===== config.mk =====
export PLATFORM = sky130hd
export DESIGN_NAME = owm_slot_engine
export DESIGN_NICKNAME = d
export VERILOG_FILES = /design/src/rtl/owm_pkg.sv /design/src/rtl/owm_sync.sv /design/src/rtl/owm_slot_timer.sv /design/src/rtl/owm_slot_engine.sv
export SDC_FILE = /design/constraint.sdc
export NUM_CORES = 1
export LEC_CHECK = 0
export BUFFER_PORTS_ARGS = -buffer_cell sky130_fd_sc_hd__buf_2
export CORE_ASPECT_RATIO = 1.4
export CORE_MARGIN = 10
export CORE_UTILIZATION = 30
export CTS_BUF_LIST = sky130_fd_sc_hd__clkbuf_4 sky130_fd_sc_hd__clkbuf_8
export DETAILED_ROUTE_END_ITERATION = 10
export GPL_ROUTABILITY_DRIVEN = 0
export PLACE_DENSITY_LB_ADDON = 0.12
export SLEW_MARGIN = 20
export SYNTH_ARGS = -nofsm -noshare
export SYNTH_HDL_FRONTEND = slang
export SYNTH_SLANG_ARGS = --single-unit

===== constraint.sdc =====
create_clock -name clk -period 4.2 [get_ports clk]
set_input_delay 0.21 -clock clk [delete_from_list [all_inputs] [get_ports clk]]
set_output_delay 0.21 -clock clk [all_outputs]
set_load 0.01 [all_outputs]

===== src/rtl/owm_pkg.sv =====
package owm_pkg;

  typedef enum logic [1:0] {
    OP_WR0   = 2'd0,
    OP_WR1   = 2'd1,
    OP_READ  = 2'd2,
    OP_RESET = 2'd3
  } owm_op_e;

  // Ticks during which the master holds the line low.
  function automatic int unsigned drive_len(owm_op_e op, int unsigned low0,
      int unsigned low1, int unsigned lowr, int unsigned rstl);
    case (op)
      OP_WR0:  return low0;
      OP_WR1:  return low1;
      OP_READ: return lowr;
      default: return rstl;
    endcase
  endfunction

  // Ticks from acceptance to the end of the command.
  function automatic int unsigned slot_len(owm_op_e op, int unsigned slot,
      int unsigned rec, int unsigned rstl, int unsigned rsth);
    return (op == OP_RESET) ? (rstl + rsth) : (slot + rec);
  endfunction

  // Tick count at which a reset samples the target's answer.
  function automatic int unsigned presence_point(int unsigned rstl,
      int unsigned pdh, int unsigned pdl);
    return rstl + pdh + pdl / 2;
  endfunction

endpackage


===== src/rtl/owm_sync.sv =====
module owm_sync #(
  parameter int unsigned STAGES = 2
) (
  input  logic clk,
  input  logic rst_n,
  input  logic d_i,
  output logic q_o
);
  // Idle bus level is high, so the chain resets to ones.
  logic [STAGES-1:0] sh_q;

  generate
    if (STAGES == 1) begin : g_one
      always_ff @(posedge clk) begin
        if (!rst_n) sh_q <= '1;
        else        sh_q <= d_i;
      end
    end else begin : g_chain
      always_ff @(posedge clk) begin
        if (!rst_n) sh_q <= '1;
        else        sh_q <= {sh_q[STAGES-2:0], d_i};
      end
    end
  endgenerate

  assign q_o = sh_q[STAGES-1];
endmodule


===== src/rtl/owm_slot_timer.sv =====
module owm_slot_timer #(
  parameter int unsigned CW = 10
) (
  input  logic          clk,
  input  logic          rst_n,
  input  logic          clr_i,
  input  logic          run_i,
  input  logic          tick_i,
  output logic [CW-1:0] cnt_o
);
  always_ff @(posedge clk) begin
    if (!rst_n)                            cnt_o <= '0;
    else if (clr_i)                        cnt_o <= '0;
    else if (run_i && tick_i && cnt_o != '1) cnt_o <= cnt_o + 1'b1;
  end

  // time only moves on tick cycles
  p_hold_no_tick_r12: assert property (@(posedge clk) disable iff (!rst_n)
    (!tick_i && !clr_i) |=> $stable(cnt_o));
endmodule


===== src/rtl/owm_slot_engine.sv =====
module owm_slot_engine
  import owm_pkg::*;
#(
  parameter int unsigned T_SLOT = 60,
  parameter int unsigned T_REC  = 5,
  parameter int unsigned T_LOW1 = 6,
  parameter int unsigned T_LOW0 = 60,
  parameter int unsigned T_LOWR = 5,
  parameter int unsigned T_RDV  = 15,
  parameter int unsigned T_RSTL = 480,
  parameter int unsigned T_RSTH = 480,
  parameter int unsigned T_PDH  = 15,
  parameter int unsigned T_PDL  = 60
) (
  input  logic       clk,
  input  logic       rst_n,
  input  logic       tick_i,
  input  logic       cmd_valid_i,
  input  logic [1:0] cmd_op_i,
  output logic       cmd_ready_o,
  output logic       rsp_valid_o,
  output logic       rsp_bit_o,
  output logic       rsp_presence_o,
  output logic       rsp_fault_o,
  output logic       bus_oe_o,
  input  logic       bus_i
);
  localparam int unsigned RW_LEN  = T_SLOT + T_REC;
  localparam int unsigned RST_LEN = T_RSTL + T_RSTH;
  localparam int unsigned MAXLEN  = (RW_LEN > RST_LEN) ? RW_LEN : RST_LEN;
  localparam int unsigned CW      = $clog2(MAXLEN + 2);
  localparam logic [CW-1:0] RDV_C = CW'(T_RDV);
  localparam logic [CW-1:0] WIN_C = CW'(T_RDV + 2);
  localparam logic [CW-1:0] PRS_C = CW'(presence_point(T_RSTL, T_PDH, T_PDL));

  logic          bus_s;
  logic          busy_q, oe_q, seen_q, rbit_q, pres_q;
  owm_op_e       op_q;
  logic [CW-1:0] cnt;
  logic [CW-1:0] low_len, total_len;
  logic [CW:0]   cnt_nx;

  owm_sync #(.STAGES(2)) u_sync (
    .clk(clk), .rst_n(rst_n), .d_i(bus_i), .q_o(bus_s)
  );

  // Named events for the assertions
  logic accept, pre_fault, start, released, slot_done;
  logic rd_window, rise_seen, pres_sample, post_fault, low_end;

  assign accept    = cmd_valid_i && !busy_q;
  assign pre_fault = accept && (owm_op_e'(cmd_op_i) == OP_RESET) && !bus_s;
  assign start     = accept && !pre_fault;

  assign low_len   = CW'(drive_len(op_q, T_LOW0, T_LOW1, T_LOWR, T_RSTL));
  assign total_len = CW'(slot_len(op_q, T_SLOT, T_REC, T_RSTL, T_RSTH));
  assign cnt_nx    = {1'b0, cnt} + {{CW{1'b0}}, 1'b1};

  assign released    = busy_q && (cnt >= low_len);
  assign slot_done   = busy_q && (cnt >= total_len);
  assign low_end     = busy_q && tick_i && (cnt_nx >= {1'b0, low_len});
  assign rd_window   = released && (op_q == OP_READ) && !seen_q && (cnt < WIN_C);
  assign rise_seen   = rd_window && bus_s;
  assign pres_sample = busy_q && (op_q == OP_RESET) && (cnt == PRS_C);
  assign post_fault  = slot_done && (op_q == OP_RESET) && !bus_s;

  owm_slot_timer #(.CW(CW)) u_timer (
    .clk(clk), .rst_n(rst_n), .clr_i(start),
    .run_i(busy_q && !slot_done), .tick_i(tick_i), .cnt_o(cnt)
  );

  always_ff @(posedge clk) begin
    if (!rst_n) begin
      busy_q         <= 1'b0;
      op_q           <= OP_WR0;
      oe_q           <= 1'b0;
      seen_q         <= 1'b0;
      rbit_q         <= 1'b0;
      pres_q         <= 1'b0;
      rsp_valid_o    <= 1'b0;
      rsp_bit_o      <= 1'b0;
      rsp_presence_o <= 1'b0;
      rsp_fault_o    <= 1'b0;
    end else begin
      rsp_valid_o <= 1'b0;
      if (pre_fault) begin
        rsp_valid_o    <= 1'b1;
        rsp_bit_o      <= 1'b0;
        rsp_presence_o <= 1'b0;
        rsp_fault_o    <= 1'b1;
      end else if (start) begin
        busy_q <= 1'b1;
        op_q   <= owm_op_e'(cmd_op_i);
        oe_q   <= 1'b1;
        seen_q <= 1'b0;
        rbit_q <= 1'b0;
        pres_q <= 1'b0;
      end else if (busy_q) begin
        if (low_end) oe_q <= 1'b0;
        if (rise_seen) begin
          seen_q <= 1'b1;
          rbit_q <= (cnt < RDV_C);
        end
        if (pres_sample) pres_q <= !bus_s;
        if (slot_done) begin
          busy_q         <= 1'b0;
          oe_q           <= 1'b0;
          rsp_valid_o    <= 1'b1;
          rsp_bit_o      <= (op_q == OP_READ) && rbit_q;
          rsp_presence_o <= pres_q && !post_fault;
          rsp_fault_o    <= post_fault;
        end
      end
    end
  end

  assign cmd_ready_o = !busy_q;
  assign bus_oe_o    = oe_q;

  // the line is only pulled while a command runs
  p_oe_busy_r11: assert property (@(posedge clk) disable iff (!rst_n)
    bus_oe_o |-> !cmd_ready_o);
  // response valid lasts one cycle
  p_rsp_pulse_r11: assert property (@(posedge clk) disable iff (!rst_n)
    rsp_valid_o |=> !rsp_valid_o);
  // stuck-low line before reset ends at once without driving
  p_prefault_r7: assert property (@(posedge clk) disable iff (!rst_n)
    pre_fault |=> (rsp_valid_o && rsp_fault_o && !bus_oe_o));
  // a fault carries no presence and no data bit
  p_fault_excl_r10: assert property (@(posedge clk) disable iff (!rst_n)
    (rsp_valid_o && rsp_fault_o) |-> (!rsp_presence_o && !rsp_bit_o));
  // the line is only pulled low right after an accepted command
  p_oe_start_r3: assert property (@(posedge clk) disable iff (!rst_n)
    $rose(bus_oe_o) |-> $past(cmd_valid_i && cmd_ready_o));
endmodule


Word-level counts from Yosys, hierarchy flattened
Cells that the tools add are included.
{"block": "word_totals", "inputBits": 7, "out_inout_bits": 6, "ff_bits": 23}
{"block": "op_classes", "n_lt_le_gt_ge": 5, "n_reduce_logical": 42, "mux": 26, "addsub": 2, "n_bitwise": 3, "n_eq_ne": 7}
{"operator": "9-bit case mux with 3 select lines", "count": 1}
{"operator": "1-bit two-way mux", "count": 24}
{"operator": "1-bit logical AND", "count": 21}
{"operator": "10-bit greater-or-equal comparator", "count": 2}
{"operator": "3-bit AND reduction", "count": 5}
{"operator": "10-bit by 1-bit adder with 11-bit output, second input constant", "count": 1}
{"operator": "11-bit by 10-bit greater-or-equal comparator with 1-bit output", "count": 1}
{"operator": "10-bit by 1-bit adder with 10-bit output, second input constant", "count": 1}
{"operator": "10-bit equality test, second input constant", "count": 1}
{"operator": "10-bit by 4-bit < comparator with 1-bit output, second input constant", "count": 1}
{"operator": "10-bit by 5-bit < comparator with 1-bit output, second input constant", "count": 1}
{"operator": "10-bit two-way mux", "count": 1}
{"operator": "10-bit != test, second input constant", "count": 1}
{"operator": "2-bit nonzero test", "count": 5}
{"operator": "2-bit equality test, second input constant", "count": 3}
{"operator": "1-bit logical NOT", "count": 6}
{"operator": "2-bit OR reduction", "count": 2}
{"operator": "1-bit NOT", "count": 3}
{"operator": "3-bit nonzero test", "count": 1}
{"operator": "2-bit by 1-bit equality test with 1-bit output, second input constant", "count": 1}
{"operator": "2-bit logical NOT", "count": 1}
{"operator": "2-bit != test, second input constant", "count": 1}
{"operator": "2-bit AND reduction", "count": 1}

Logic depth before layout (Yosys ltp)
Gate-level depths: netlist of run 1.
{"block": "depth", "ltp_word": 11, "mapped_depth": 10, "mapped_depth_nobuf": 10}

Modules after synthesis
A second synthesis of run 1 with hierarchy kept.
{"block": "unflattened", "hier_cells": 231, "hier_area_um2": 1946.9}
{"module": "owm_slot_engine", "area_per_inst_um2": 1373.8, "n_inst": 1, "cells_each": 165}
{"module": "owm_slot_timer", "area_per_inst_um2": 520.5, "n_inst": 1, "cells_each": 62}
{"module": "owm_sync", "area_per_inst_um2": 52.6, "n_inst": 1, "cells_each": 4}

Least setup slack after synthesis of run 1
No wires, ideal clock.
{"block": "synth_path", "path_kind": "reg-to-reg", "startpoint": "reg op_q[1]", "endpoint": "reg u_timer.cnt_o[3]", "synth_period_minus_slack_ns": 2.509, "path_buffers": 0, "path_slack_ns": 1.691, "t_arrival_ns": 2.450, "stages_incl_launch_ff": 10, "cell_sequence": "dfxtp_1 > ha_1 > inv_1 > ha_1 > nor3b_2 > a31oi_1 > o21a_4 > or3_4 > or4_1 > nand2_1"}
{"block": "synth_via", "elab_chain_len": 8}
{"element": "start, declared", "line_no": "owm_slot_engine.sv:38", "rtl": "owm_op_e op_q;"}
{"element": "start signal, assigned", "line_no": "owm_slot_engine.sv:93", "rtl": "op_q <= owm_op_e'(cmd_op_i);"}
{"element": "2-bit equality test", "line_no": "owm_pkg.sv:24", "rtl": "return (op == OP_RESET) ? (rstl + rsth) : (slot + rec);"}
{"element": "10-bit two-way mux", "line_no": "owm_pkg.sv:24"}
{"element": "10-bit greater-or-equal comparator", "line_no": "owm_slot_engine.sv:60", "rtl": "assign slot_done = busy_q && (cnt >= total_len);"}
{"element": "1-bit logical AND", "line_no": "owm_slot_engine.sv:60"}
{"element": "1-bit logical NOT", "line_no": "owm_slot_engine.sv:69", "rtl": ".run_i(busy_q && !slot_done), .tick_i(tick_i), .cnt_o(cnt)"}
{"element": "1-bit logical AND", "line_no": "owm_slot_engine.sv:69"}
{"element": "1-bit logical AND (2 in series)", "line_no": "owm_slot_timer.sv:14", "rtl": "else if (run_i && tick_i && cnt_o != '1) cnt_o <= cnt_o + 1'b1;"}
{"element": "end signal, assigned", "line_no": "owm_slot_timer.sv:14"}
{"element": "end, declared", "line_no": "owm_slot_timer.sv:9", "rtl": "output logic [CW-1:0] cnt_o"}
No other way between the ends.
A chain may end at the register's enable or synchronous reset.

Worst setup path after layout of run 1
Ends and elaborated chain as after synthesis.

==> summary.md, run 1 <==
| Metric | Value |
|---|---|
| RSZ-0062 raised after global routing | false |
| Clock share of power | 32.1% |
| CP Max Fanout | 10 |
| Die width | between 80 and 90 um |
| Biggest register | u_timer.cnt_o |
| Starting Density | 30.8% |
| Setup Skew | approximately 0.0031 ns |
| Static leakage | between 0.0008 and 0.0009 uW |
| Prevailing post-synth register cell | dfxtp_1 |
| Worst-Skew Late Latency | about 0.27 ns |
| Seq/Total Area, Yosys | between 20% and 30% |
| Met3 Use GR | around 1.8% |
| Crit Path Class | reg2reg |
| Diodes inserted | 0 |
| CP endpoint kind | flop |
| Outcome | finished, final reports clean |
| Cts repair resizes | 0 |
| Leading area contributor after synthesis | dfxtp_1 |
| Largest register FFs | 10 |
| Final setup violating endpoints | 0 |
| Largest registers | u_timer.cnt_o: 10 flops, op_q: 2 flops, u_sync.sh_q: 2 flops |
| Reg clk slew, reported paths | ~0.090 ns |
| Initial antenna violation count | 0 |
| First drt pass iteration count | 4 |
| Share of layout cells above drive strength 1 | between 10% and 20% |
| Drt wl/cell | 17.1 um |
| Residual DRC | 0 |
| Number of post-CTS setup repair buffers | 0 |
| H-tree levels | 1 |
| Count leader, synth | ha_1 |
| Synth Instances | between 200 and 250 |
| CP cell instances | ha_1 > inv_1 > ha_1 > nor3b_2 > a31oi_1 > o21a_4 > or3_4 > or4_1 > nand2_1 |
| Worst r2r dst | u_timer.cnt_o[3] |
| Reg2reg setup slack | 1.26 ns |
| Worst Hold Class | in2reg |
| Synthesized cell area | ~1800 um^2 |
| Sequential Power Share | a little over half |
| Yosys cell types | 52 |
| Worst slew margin | a little under three fifths |
| I/O Pins | 13 |
| # Max-Cap Violations | 0 |
| Synth Register Bits | 23 |
| Longest Clk Path Bufs | 2 |
| Worst path most repeated cell | ha_1 |
| VDD IR max | around 0.16 mV |
| Final Cycle Share | around 70% |
| FF-to-FF Start | op_q[1] |
| Largest stage delay on the critical path | about 0.42 ns |
| Max-slew violations | 0 |
| Die area | 9520 um^2 |
| CTS tree | yes |
| EDFF count, synth | 0 |
| # nets final | about 250 |
| Synth Area per Inst | ~8.7 um^2 |
| Post-DP HPWL | around 3900 um |
| Routed Wire Length | 4810 um |
| Grt ovf | 0 |
| Core area | between 5000 and 6000 um^2 |
| Met2 Use GR | 19.5% |
| Root buf cell | clkbuf_8 |
| TNS Setup | 0 ns |
| Crit path to | u_timer.cnt_o[3] |
| Synth Warn # | 0 |
| GR Util met1 | approximately 11% |
| Max Fclk | approximately 340 MHz |
| PwrDens | between 200 and 250 nW/um^2 |
| Num rows | 33 |
| Worst reg2reg path depth | 9 |
| Number of I/O port buffers | 12 |
| Combinational Power Share | 15.9% |
| Tmin final | just under 3 ns |
| First-pass GRT wire length | 8010 um |
| Area Overhead vs Synth | 7.60% |
| Synth top area share | around a quarter |
| Critical Path Start Type | flop |
| Setup slack after placement | 1.29 ns |
| Number of global-route vias before repair | ~1,600 |
| Vias per cell | 5.17 |
| Post-Syn Nets | about 240 |
| Peak-usage layer in the global routing report | met2 |
| Psw | approximately 130 uW |
| Drt initial violations | 59 |
| CP Launch Point | op_q[1] |
| Vias | approximately 1,500 |
| Clock Sinks | 23 |
| CTS hold repair buffers | 0 |
| Setup WS post-layout | ~1.3 ns |
| Worst path slowest cell | dfxtp_1 |
| Sw frac | between 20% and 30% |
| Pin count of the biggest net entering global routing | 15 |
| Slew @ Worst Pin | approximately 0.64 ns |
| Post-route ant nets | 0 |
| Cell Int Power | ~320 uW |
| Top cells by area, synth | dfxtp_1 26%, ha_1 18%, xnor2_1 5.9% |
| Arrival time worst endpoint | around 3.2 ns |
| Global-route usage over all layers | approximately a tenth |
| DIE HEIGHT | around 110 um |
| Synth cell count leaders | 26 x ha_1, 23 x dfxtp_1, 17 x nand2_1 |
| Hold Vio Cnt, Final | 0 |
| Post-synth ARST share | 0% |
| CTS Buf Count | 3 |
| Req. time, crit path | 4.42 ns |
power by group through the flow:
stage | Combinational (uW) | Sequential (uW) | Clock (uW)
6_report | 70.7 | 232 | 143
5_1_grt | 81.4 | 233 | 157
4_1_cts | 71.9 | 232 | 148
3_5_place_dp | 71.7 | 237 | 0
3_3_place_gp | 72.5 | 237 | 0
2_1_floorplan | 48.1 | 235 | 0
routing by layer:
layer | up-vias | routed length [um]
met2 | 16 | 2620
met5 | - | 0
met1 | 688 | 2040
met4 | 0 | 46
li1 | 750 | -
met3 | 4 | 102
cells in the final DEF (no fill, tap or decap), types with 4 or more instances in the layout:
master,count
a21oi_1,11
a21boi_0,4
dfxtp_1,23
nand2_1,17
buf_2,12
mux2i_1,4
inv_1,11
xnor2_1,12
nand3_1,8
nor2_1,13
ha_1,26
o21ai_0,4
nor3_1,5
cells by family after synthesis:
| family | share of synthesized area, % |
|---|---|
| DFF | 25.7 |
| adders and majority gates | 18.1 |
| and+or+nand+nor | 22.0 |
| buffers and inverters | 5.51 |
| xor gates and xnor gates | 6.83 |
| muxes | 3.49 |
| AOI/OAI and AO/OA | 18.3 |
worst min-delay path by stage:
| stage | startpoint | end | slack, ns | depth (start not counted) |
|---|---|---|---|---|
| 2_1_floorplan | bus_i | u_sync.sh_q[0] | 0.31 | 1 |
| 3_3_place_gp | u_sync.sh_q[0] | u_sync.sh_q[1] | 0.40 | 1 |
| 3_5_place_dp | bus_i | u_sync.sh_q[0] | 0.40 | 2 |
| 4_1_cts | bus_i | u_sync.sh_q[0] | 0.12 | 2 |
| 5_1_grt | bus_i | u_sync.sh_q[0] | 0.12 | 2 |
| 6_report | bus_i | u_sync.sh_q[0] | 0.11 | 2 |
area by class of cell:
cell class	count	area, um^2
inverter	11	41.3
clock buffer	3	41.3
clock inverter	1	5.00
fill	642	3890
tap	70	87.6
multi-input combinational	162	1230
timing repair buffer	12	60.1
sequential	23	460
worst max-delay path, delay by kind of cell, from the launching register on:
kind                     cells  cell delay [ns]
AO/OA/AOI/OAI                2             0.45
buffers and inverters        1             0.26
flip-flops                   1             0.42
adder cells (fa/ha/maj)      2             0.69
AND/OR/NAND/NOR              4             1.06
metrics by stage:
stage	std cells	instance area (um^2)	total power (uW)	util, %	hold WS (ns)
2_1_floorplan	206	1790	284	-	0.311
3_5_place_dp	278	1880	308	32.4	0.399
6_report	282	1930	446	33.2	0.115
5_1_grt	282	1930	471	33.2	0.121
4_1_cts	282	1930	452	33.2	0.117
3_3_place_gp	278	1880	309	32.4	0.405
Power figures use the tool's default switching activity.
==> run 2, diff against run 1 <==
- clock period: 4.2 -> 2.81 ns (I/O delays scaled with it)
==> run 2 against run 1 <==
  * Via count is 2.1% higher
  * Sequential power is 49% higher
  * Die area stayed put
  * Sequential cell count stayed put
  * Worst hold slack worse by 0.060 ns
  * Critical path type unchanged
  * Largest power group unchanged
  * Highest routed layer unchanged
==> summary.md, run 2 (synthesized netlist as in run 1, its figures left out) <==
| Metric | Value |
|---|---|
| Num rows | 33 |
| Drt initial violations | 85 |
| Grt ovf | 0 |
| Static leakage | roughly 0.00088 uW |
| Worst reg2reg path depth | 10 |
| Max-slew violations | 0 |
| Core area | around 5800 um^2 |
| Hold Vio Cnt, Final | 0 |
| Number of I/O port buffers | 12 |
| Largest stage delay on the critical path | about 0.50 ns |
| Outcome | finished, final reports clean |
| Number of post-CTS setup repair buffers | 0 |
| Setup WS post-layout | around 0.28 ns |
| Worst path slowest cell | dfxtp_1 |
| Post-route ant nets | 0 |
| Vias per cell | between 5 and 6 |
| Clock Sinks | 23 |
| Drt wl/cell | between 15 and 20 um |
| Final setup violating endpoints | 0 |
| Crit Path Class | reg2reg |
| CP Max Fanout | 6 |
| Post-DP HPWL | roughly 4000 um |
| Number of global-route vias before repair | around 1,700 |
| # nets final | around 260 |
| I/O Pins | 13 |
| Biggest register | u_timer.cnt_o |
| Worst Hold Class | in2reg |
| Reg2reg setup slack | 0.28 ns |
| Routed Wire Length | a little under 5000 um |
| CP cell instances | ha_1 > nand3_2 > or3_4 > xnor2_1 > ha_1 > inv_1 > nor2_1 > a2111oi_0 > o41ai_1 > nand2_1 |
| CTS tree | yes |
| First drt pass iteration count | 4 |
| Diodes inserted | 0 |
| Critical Path Start Type | flop |
| Global-route usage over all layers | 10.7% |
| Slew @ Worst Pin | roughly 0.44 ns |
| Worst path most repeated cell | ha_1 |
| CTS hold repair buffers | 0 |
| Setup slack after placement | between 0.3 and 0.4 ns |
| Arrival time worst endpoint | between 2 and 3 ns |
| CTS Buf Count | 3 |
| Final core occ | approximately a third |
| # Max-Cap Violations | 0 |
| Die width | 85.4 um |
| Vias | ~1,500 |
| Dpl cells | ~290 |
| Hold Crit Start | bus_i |
| Non-filler instance count after layout | 292 |
| CP Launch Point | u_timer.cnt_o[1] |
| TNS Setup | 0 ns |
| Req. time, crit path | 3.02 ns |
| Root buf cell | clkbuf_8 |
| Commonest non-fill, non-tap cell in the layout | ha_1 |
| Cts repair resizes | 0 |
| Worst hold endpoint | u_sync.sh_q[0] |
| Share of layout cells above drive strength 1 | 17.6% |
| Residual DRC | 0 |
| Tmin final | about 2.5 ns |
| Pin count of the biggest net entering global routing | 15 |
| Die area | between 9000 and 10,000 um^2 |
| Reg clk slew, reported paths | 0.09 ns |
| Area Overhead vs Synth | 11.8% |
| First-pass GRT wire length | around 8400 um |
| Most frequent cells in the layout | 26 x ha_1, 23 x dfxtp_1, 17 x nand2_1, 13 x nor2_1 |
| PwrDens | between 300 and 400 nW/um^2 |
| CP endpoint kind | flop |
| Largest registers | u_timer.cnt_o: 10 flops, op_q: 2 flops, u_sync.sh_q: 2 flops |
| Longest Clk Path Bufs | 2 |
| Final Cycle Share | between 80% and 90% |
| DIE HEIGHT | 112 um |
| FF-to-FF Start | u_timer.cnt_o[1] |
| Largest register FFs | 10 |
| H-tree levels | 1 |
| Worst r2r dst | bus_oe_o |
| VDD IR max | roughly 0.3 mV |
| Initial antenna violation count | 0 |
| Max Fclk | a little under 400 MHz |
| RSZ-0062 raised after global routing | false |
| Setup Skew | ~0.014 ns |
| Worst slew margin | a little over two thirds |
| Worst-Skew Late Latency | between 0.2 and 0.3 ns |
| Final hold slack | about 0.054 ns |
| Hold Path Stages | 2 |
| Starting Density | between 30 and 40% |
==> run 2: power by group <==
| group | internal, uW | switching (uW) | total, uW |
|---|---|---|---|
| Sequential | 335 | 11.5 | 346 |
| Clock | 99.1 | 111 | 210 |
| Combinational | 45.6 | 60.1 | 106 |
| Total | 479 | 183 | 662 |
==> run 2: how the worst max path moves through the flow <==
stage,to,cells after the start
5_1_grt,bus_oe_o,10
4_1_cts,bus_oe_o,10
6_report,bus_oe_o,10
3_5_place_dp,bus_oe_o,10
2_1_floorplan,u_timer.cnt_o[3],9
3_3_place_gp,bus_oe_o,10
==> run 2: layer usage <==
metal | up-vias | wire length [um] | GRT usage (%)
met5 | - | 0 | 0
li1 | 768 | - | -
met2 | 20 | 2600 | 20.0
met3 | 4 | 129 | 1.75
met4 | 0 | 47 | 2.86
met1 | 697 | 2130 | 11.8
==> run 2: critical path: cells and delay by family (launching register included) <==
| kind | cells | cell delay [ns] |
|---|---|---|
| buffers and inverters | 1 | 0.07 |
| AOI/OAI and AO/OA | 2 | 0.55 |
| and+or+nand+nor | 4 | 0.63 |
| xor gates and xnor gates | 1 | 0.19 |
| DFF | 1 | 0.50 |
| adders and majority gates | 2 | 0.53 |
==> run 2: area by class of cell <==
type,count,area [um^2]
Sequential cell,23,460
Fill cell,612,3820
Inverter,11,41.3
Multi-Input combinational cell,162,1230
Clock inverter,1,5.00
Tap cell,70,87.6
Timing Repair Buffer,22,135
Clock buffer,3,41.3
==> run 2: metrics by stage <==
stage	area, um^2	total power [uW]
finish	2010	662
global route	2010	699
CTS	2010	675
detailed placement	1960	463
global placement	1960	463
floorplan	1790	424
